## config.mk

```make
export PLATFORM = sky130hd
export DESIGN_NAME = tamper_mesh_cmp
export DESIGN_NICKNAME = d
export VERILOG_FILES = /design/src/rtl/tmc_pkg.sv /design/src/rtl/tmc_prescaler.sv /design/src/rtl/tmc_lfsr.sv /design/src/rtl/tmc_vote_filter.sv /design/src/rtl/tamper_mesh_cmp.sv
export SDC_FILE = /design/constraint.sdc
export NUM_CORES = 1
export LEC_CHECK = 0
export ABC_CLOCK_PERIOD_IN_PS = 2650
export BUFFER_PORTS_ARGS = -buffer_cell sky130_fd_sc_hd__buf_2
export CELL_PAD_IN_SITES_DETAIL_PLACEMENT = 1
export CELL_PAD_IN_SITES_GLOBAL_PLACEMENT = 2
export CORE_UTILIZATION = 39
export CTS_BUF_LIST = sky130_fd_sc_hd__clkbuf_4 sky130_fd_sc_hd__clkbuf_8
export CTS_CLUSTER_DIAMETER = 150
export DETAILED_ROUTE_END_ITERATION = 7
export HOLD_SLACK_MARGIN = 0.02
export PLACE_DENSITY_LB_ADDON = 0.1
export SYNTH_ARGS = -nofsm -noshare
export SYNTH_HDL_FRONTEND = slang
export SYNTH_HIERARCHICAL = 1
export SYNTH_SLANG_ARGS = --single-unit
export TNS_END_PERCENT = 50
```

## constraint.sdc

```tcl
create_clock -name clk -period 2.65 [get_ports clk]
set_input_delay 0.1325 -clock clk [delete_from_list [all_inputs] [get_ports clk]]
set_output_delay 0.1325 -clock clk [all_outputs]
set_load 0.02 [all_outputs]
```

## src/rtl/tmc_pkg.sv

```systemverilog
package tmc_pkg;

    typedef enum logic [1:0] {
        ST_OFF    = 2'd0,
        ST_SETTLE = 2'd1,
        ST_RUN    = 2'd2
    } tmc_state_e;

endpackage

```

## src/rtl/tmc_prescaler.sv

```systemverilog
module tmc_prescaler #(
    parameter int DIV_W = 16
) (
    input  logic             clk,
    input  logic             rst_n,
    input  logic             run,
    input  logic [DIV_W-1:0] div,
    output logic             tick
);

    logic [DIV_W-1:0] cnt_q;

    // End of period; >= keeps the count sane if div shrinks mid-period
    assign tick = run && (cnt_q >= div);

    always_ff @(posedge clk or negedge rst_n) begin
        if (!rst_n) begin
            cnt_q <= '0;
        end else if (!run || tick) begin
            cnt_q <= '0;
        end else begin
            cnt_q <= cnt_q + 1'b1;
        end
    end

endmodule

```

## src/rtl/tmc_lfsr.sv

```systemverilog
module tmc_lfsr #(
    parameter int              W    = 16,
    parameter logic [W-1:0]    SEED = 16'hACE1,
    parameter logic [W-1:0]    TAPS = 16'h002D
) (
    input  logic clk,
    input  logic rst_n,
    input  logic load,
    input  logic step,
    output logic bit_o
);

    logic [W-1:0] q;
    logic         fb;

    assign fb    = ^(q & TAPS);
    assign bit_o = q[0];

    always_ff @(posedge clk or negedge rst_n) begin
        if (!rst_n) begin
            q <= SEED;
        end else if (load) begin
            q <= SEED;
        end else if (step) begin
            q <= {fb, q[W-1:1]};
        end
    end

endmodule

```

## src/rtl/tmc_vote_filter.sv

```systemverilog
module tmc_vote_filter #(
    parameter int WIN    = 4,
    parameter int THRESH = 2
) (
    input  logic clk,
    input  logic rst_n,
    input  logic clr,
    input  logic smp,
    input  logic mm,
    input  logic filt_en,
    output logic hit
);

    localparam int CW = $clog2(WIN + 1);

    logic [WIN-1:0] hist_q;
    logic [WIN-1:0] hist_nx;
    logic [CW-1:0]  pop;

    assign hist_nx = {hist_q[WIN-2:0], mm};

    always_comb begin
        pop = '0;
        for (int i = 0; i < WIN; i++) begin
            pop = pop + CW'(hist_nx[i]);
        end
    end

    assign hit = smp && (filt_en ? (pop >= CW'(THRESH)) : mm);

    // Cleared entries read as "no mismatch", so a partly filled window
    // only counts the samples taken since enable.
    always_ff @(posedge clk or negedge rst_n) begin
        if (!rst_n) begin
            hist_q <= '0;
        end else if (clr) begin
            hist_q <= '0;
        end else if (smp) begin
            hist_q <= hist_nx;
        end
    end

endmodule

```

## src/rtl/tamper_mesh_cmp.sv

```systemverilog
module tamper_mesh_cmp
    import tmc_pkg::*;
#(
    parameter int                 DIV_W     = 16,
    parameter int                 LFSR_W    = 16,
    parameter logic [LFSR_W-1:0]  LFSR_SEED = 16'hACE1,
    parameter logic [LFSR_W-1:0]  LFSR_TAPS = 16'h002D,
    parameter int                 WIN       = 4,
    parameter int                 THRESH    = 2
) (
    input  logic             clk,
    input  logic             rst_n,
    input  logic             en,
    input  logic [DIV_W-1:0] div_i,
    input  logic             filt_en,
    input  logic             flag_clr,
    input  logic             mesh_in,
    output logic             mesh_out,
    output logic             tamper_flag,
    output logic             tamper_pulse
);

    tmc_state_e state_q, state_d;

    logic tick;
    logic run;
    logic lfsr_load;
    logic lfsr_step;
    logic lfsr_bit;
    logic drive_on;
    logic smp;
    logic filt_clr;
    logic mm;
    logic hit;
    logic flag_q;
    logic pulse_q;

    assign run = en && (state_q != ST_OFF);

    tmc_prescaler #(.DIV_W(DIV_W)) u_pre (
        .clk  (clk),
        .rst_n(rst_n),
        .run  (run),
        .div  (div_i),
        .tick (tick)
    );

    // State register
    always_ff @(posedge clk or negedge rst_n) begin
        if (!rst_n) begin
            state_q <= ST_OFF;
        end else begin
            state_q <= state_d;
        end
    end

    // Transitions: OFF->SETTLE on enable, SETTLE->RUN at first period end,
    // any state -> OFF on disable
    always_comb begin
        state_d = state_q;
        unique case (state_q)
            ST_OFF:    if (en) state_d = ST_SETTLE;
            ST_SETTLE: begin
                if (!en)       state_d = ST_OFF;
                else if (tick) state_d = ST_RUN;
            end
            ST_RUN:    if (!en) state_d = ST_OFF;
            default:   state_d = ST_OFF;
        endcase
    end

    // State outputs
    always_comb begin
        drive_on  = 1'b0;
        lfsr_load = 1'b0;
        filt_clr  = 1'b0;
        lfsr_step = 1'b0;
        smp       = 1'b0;
        unique case (state_q)
            ST_OFF: begin
                lfsr_load = 1'b1;
                filt_clr  = 1'b1;
            end
            ST_SETTLE: begin
                drive_on  = 1'b1;
                lfsr_step = tick;
            end
            ST_RUN: begin
                drive_on  = 1'b1;
                lfsr_step = tick;
                smp       = tick;
            end
            default: begin
                lfsr_load = 1'b1;
                filt_clr  = 1'b1;
            end
        endcase
    end

    tmc_lfsr #(.W(LFSR_W), .SEED(LFSR_SEED), .TAPS(LFSR_TAPS)) u_lfsr (
        .clk  (clk),
        .rst_n(rst_n),
        .load (lfsr_load),
        .step (lfsr_step),
        .bit_o(lfsr_bit)
    );

    assign mesh_out = drive_on & lfsr_bit;
    assign mm       = mesh_in ^ mesh_out;

    tmc_vote_filter #(.WIN(WIN), .THRESH(THRESH)) u_vote (
        .clk    (clk),
        .rst_n  (rst_n),
        .clr    (filt_clr),
        .smp    (smp),
        .mm     (mm),
        .filt_en(filt_en),
        .hit    (hit)
    );

    // Sticky flag, detection has priority over the clear strobe
    always_ff @(posedge clk or negedge rst_n) begin
        if (!rst_n) begin
            flag_q  <= 1'b0;
            pulse_q <= 1'b0;
        end else begin
            pulse_q <= hit && !flag_q;
            if (hit) begin
                flag_q <= 1'b1;
            end else if (flag_clr) begin
                flag_q <= 1'b0;
            end
        end
    end

    assign tamper_flag  = flag_q;
    assign tamper_pulse = pulse_q;

endmodule

```

==> impl_results.md <==
- Via-to-Cell Ratio: 4.90
- FFs w/ async S/R, synth: 100%
- Req. time, crit path: between 2 and 3 ns
- Setup WS post-layout: between 0.2 and 0.3 ns
- Die height: 78.5 µm
- Dpl cell area: 2460 µm²
- Slew headroom: 39.8%
- Sw frac: 28.2%
- Final period utilization: 89.1%
- Final Instance Area: 2620 µm²
- Switching pwr: between 0.4 and 0.5 mW
- Final WL: ~4300 µm
- Pre-Repair DR Iteration Count: 4
- All-layer global routing usage: 16.2%
- Initial antenna violation count: 0
- Final Hold Fails: 0
- Total power: 1.49 mW
- Setup TNS: 0 ns
- Drt wl/cell: 13.2 µm
- Crit end category: flop
- Flop pwr share: 42.3%
- Global-route wire length before repair: between 7000 and 8000 µm
- Final setup vio count: 0
- Slew of the pin with the lowest slew margin: 0.903 ns
- Fin crit period: 2.36 ns
- Vias in the first global route: between 1.5k and 2k
- Detailed Route Iter0 Violations: 49
- Static leakage: ~1.2 nW
- Buffer levels on the longest clock path: 2
- DRC: 0
- Nets: 294
- Fillers: 640
- Hold path startpoint: en
- Die Area: 6160 µm²
- Syn. warnings: 6
- H-tree levels: 2
- Comb pwr share: 18.6%
- Pint: 1.07 mW
- CTS Root Buffer Type: clkbuf_8
- Synthesized flop and latch total: 39
- Row count: 27
- Critical path launch point: u_pre/cnt_q[13]$_DFF_PN0_
- Arrival @ worst endpoint: 2.57 ns
- Peak Freq: 423 MHz
- Synth Area per Inst: around 10 µm²
- Post-Layout Cell Count: 324
- Peak VDD IR: 276 µV
- Seq/Total Area, Yosys: between 40 and 50%
- Vias: between 1.5k and 2k
- DP Wirelength: 3170 µm
- RSZ-0062 raised after global routing: no
- Hold Slack: a little under 0.08 ns
- Worst setup SP type: flop
- Io pins: 25
- Worst reg2reg setup slack: 0.29 ns
- Clk sink count: 39
- R2r endpoint: tamper_pulse$_DFF_PN0_
- Mapped Cells: 223
- Post-CTS setup buffers: 0
- Global route overflow: 0
- Worst Hold Class: in2reg
- Post-Syn Area: 2280 µm²
- Pwr per Cell Area: around 570 nW/µm²
- Die width: 78.5 µm
- CP endpoint: tamper_pulse$_DFF_PN0_
- Routability cong.: 0.759
- Initial Utilization: 40.9%
- Port buffer count: 24
- Clock insertion delay at the later pin of the skew report: 0.28 ns
- Worst reg2reg path depth: 9
- Diode count: 0
- Top_reg_cell synth: dfrtp_1
- CTS buffer count: 5
- Post-synth EDFFs: 0
- Clk_skew: 0.00767 ns
- Placed insts: 315
- Clk pin slew, worst setup/hold paths: 0.08 ns
- Synth cell types: 39
- Layout Area Growth over Synthesis: 14.7%
- Slew Limit Fails: 0
- Dpl ws: 0.224 ns
- Max cap viols: 0
- Setup CP Type: reg2reg
- Clock share of power: between 30% and 40%
- Run status: finished, final reports clean
- Largest net degree at the start of global routing: 40
- Reg-to-reg startpoint: u_pre/cnt_q[13]$_DFF_PN0_
- Syn Nets: 266
- Final antenna-violating net count: 0
- Crit Path Max Fanout: 4
- Core Util, Final: a little under half
- Core box area: 5570 µm²
- CTS tree: built
- Layout cell share with drive strength beyond 1: 23.0%
-- how the worst min path moves through the flow --
stage                                        end  slack [ns]  cells past startpoint
after detailed placement  tamper_pulse$_DFF_PN0_        0.31                      1
final                     state_q[1]$_DFFE_PN0P_        0.08                      2
after global routing      state_q[1]$_DFFE_PN0P_        0.08                      2
after floorplan           state_q[0]$_DFFE_PN0P_       -0.16                      0
after CTS                 state_q[1]$_DFFE_PN0P_        0.07                      2
after global placement    tamper_pulse$_DFF_PN0_        0.32                      1
-- layer usage --
metal / part of all wire (%) / up-vias / wire (µm) / track usage, %
li1: - / 798 / - / -
met1: 47 / 768 / 2020 / 19.7
met2: 50 / 17 / 2120 / 28.6
met3: 2.3 / 4 / 97 / 3.49
met4: 0.61 / 0 / 26 / 4.44
met5: 0 / - / 0 / 0
-- flip-flops by register name, indices dropped and copies added (netlist names) --
name / cells
tamper_flag: 1
state_q: 2
tamper_pulse: 1
u_vote/hist_q: 3
u_lfsr/q: 16
u_pre/cnt_q: 16
-- power by group through the flow --
stage / Sequential (mW) / Combinational, mW / Clock, mW
finish: 0.631 / 0.277 / 0.585
global route: 0.636 / 0.320 / 0.630
CTS: 0.632 / 0.288 / 0.607
detailed placement: 0.643 / 0.283 / 0
global placement: 0.643 / 0.279 / 0
floorplan: 0.636 / 0.202 / 0
-- cells in the mapped netlist (2+ instances only) --
| cell type | n | area [µm²] |
|---|---|---|
| nor2_2 | 10 | 62.6 |
| nand4_1 | 5 | 31.3 |
| nor3_1 | 2 | 10.0 |
| inv_1 | 23 | 86.3 |
| dfrtp_1 | 31 | 776 |
| nand3_1 | 8 | 40.0 |
| a31oi_1 | 2 | 12.5 |
| nand2b_1 | 2 | 12.5 |
| ha_1 | 20 | 250 |
| xor2_1 | 13 | 114 |
| nor2b_1 | 2 | 12.5 |
| and2_1 | 3 | 18.8 |
| nand2_1 | 18 | 67.6 |
| and4_1 | 4 | 35.0 |
| mux2i_1 | 18 | 180 |
| a21oi_1 | 5 | 25.0 |
| nor2_1 | 20 | 75.1 |
| xnor2_1 | 5 | 43.8 |
| and3_1 | 3 | 18.8 |
| o21ai_0 | 2 | 10.0 |
| dfstp_2 | 8 | 210 |
| buf_6 | 2 | 22.5 |
-- critical path, cell delays in order, from the launching register on --
cell     delay (ns)
dfrtp_1        0.42
ha_1           0.32
nand4_1        0.15
nor3_1         0.29
nor4_2         0.12
a31oi_2        0.24
and2_1         0.28
o21ai_0        0.12
a21oi_1        0.19
nor2b_1        0.16
-- repair_timing --
action                                  4_1_cts  5_1_grt
endpoints found under the hold margin        31        0
resized for setup                             0        1
hold buffers                                  1        0
endpoints found under the setup margin        0        8
-- placed cells by master, fill, tap and decap left out, types with 2 or more instances in the layout --
cell | netlist | layout
bufinv_16 | 0 | 2
nor2_1 | 20 | 20
nand3_1 | 8 | 8
xor2_1 | 13 | 13
dfrtp_1 | 31 | 31
and3_1 | 3 | 3
and2_1 | 3 | 3
inv_1 | 23 | 23
buf_2 | 1 | 24
nor3_1 | 2 | 2
nor2_2 | 10 | 10
nand4_1 | 5 | 5
xnor2_1 | 5 | 5
nand2b_1 | 2 | 2
mux2i_1 | 18 | 18
and4_1 | 4 | 4
nand2_1 | 18 | 18
dfstp_2 | 8 | 8
nor2b_1 | 2 | 2
clkbuf_8 | 0 | 5
o21ai_0 | 2 | 2
ha_1 | 20 | 20
a21oi_1 | 5 | 5
-- layout make-up --
type,instances,area (µm²),share of cell area [%]
clock buffers,5,68.8,2.63
flip-flops and latches,39,986,37.7
multi-input cells,155,1160,44.5
inverters,24,90.1,3.44
clock inverters,3,67.6,2.58
repair buffers,26,150,5.74
well taps,72,90.1,3.44
-- kinds of logic after synthesis --
kind of cell               Yosys count  synth area share (%)
AOI/OAI and AO/OA                   18                  5.26
buffers and inverters               29                  6.03
and+or+nand+nor                     80                  18.9
DFF                                 39                  43.2
adders and majority gates           21                  11.8
muxes                               18                  7.89
xor gates and xnor gates            18                  6.91
No activity file was read; power rests on OpenSTA's default activity.
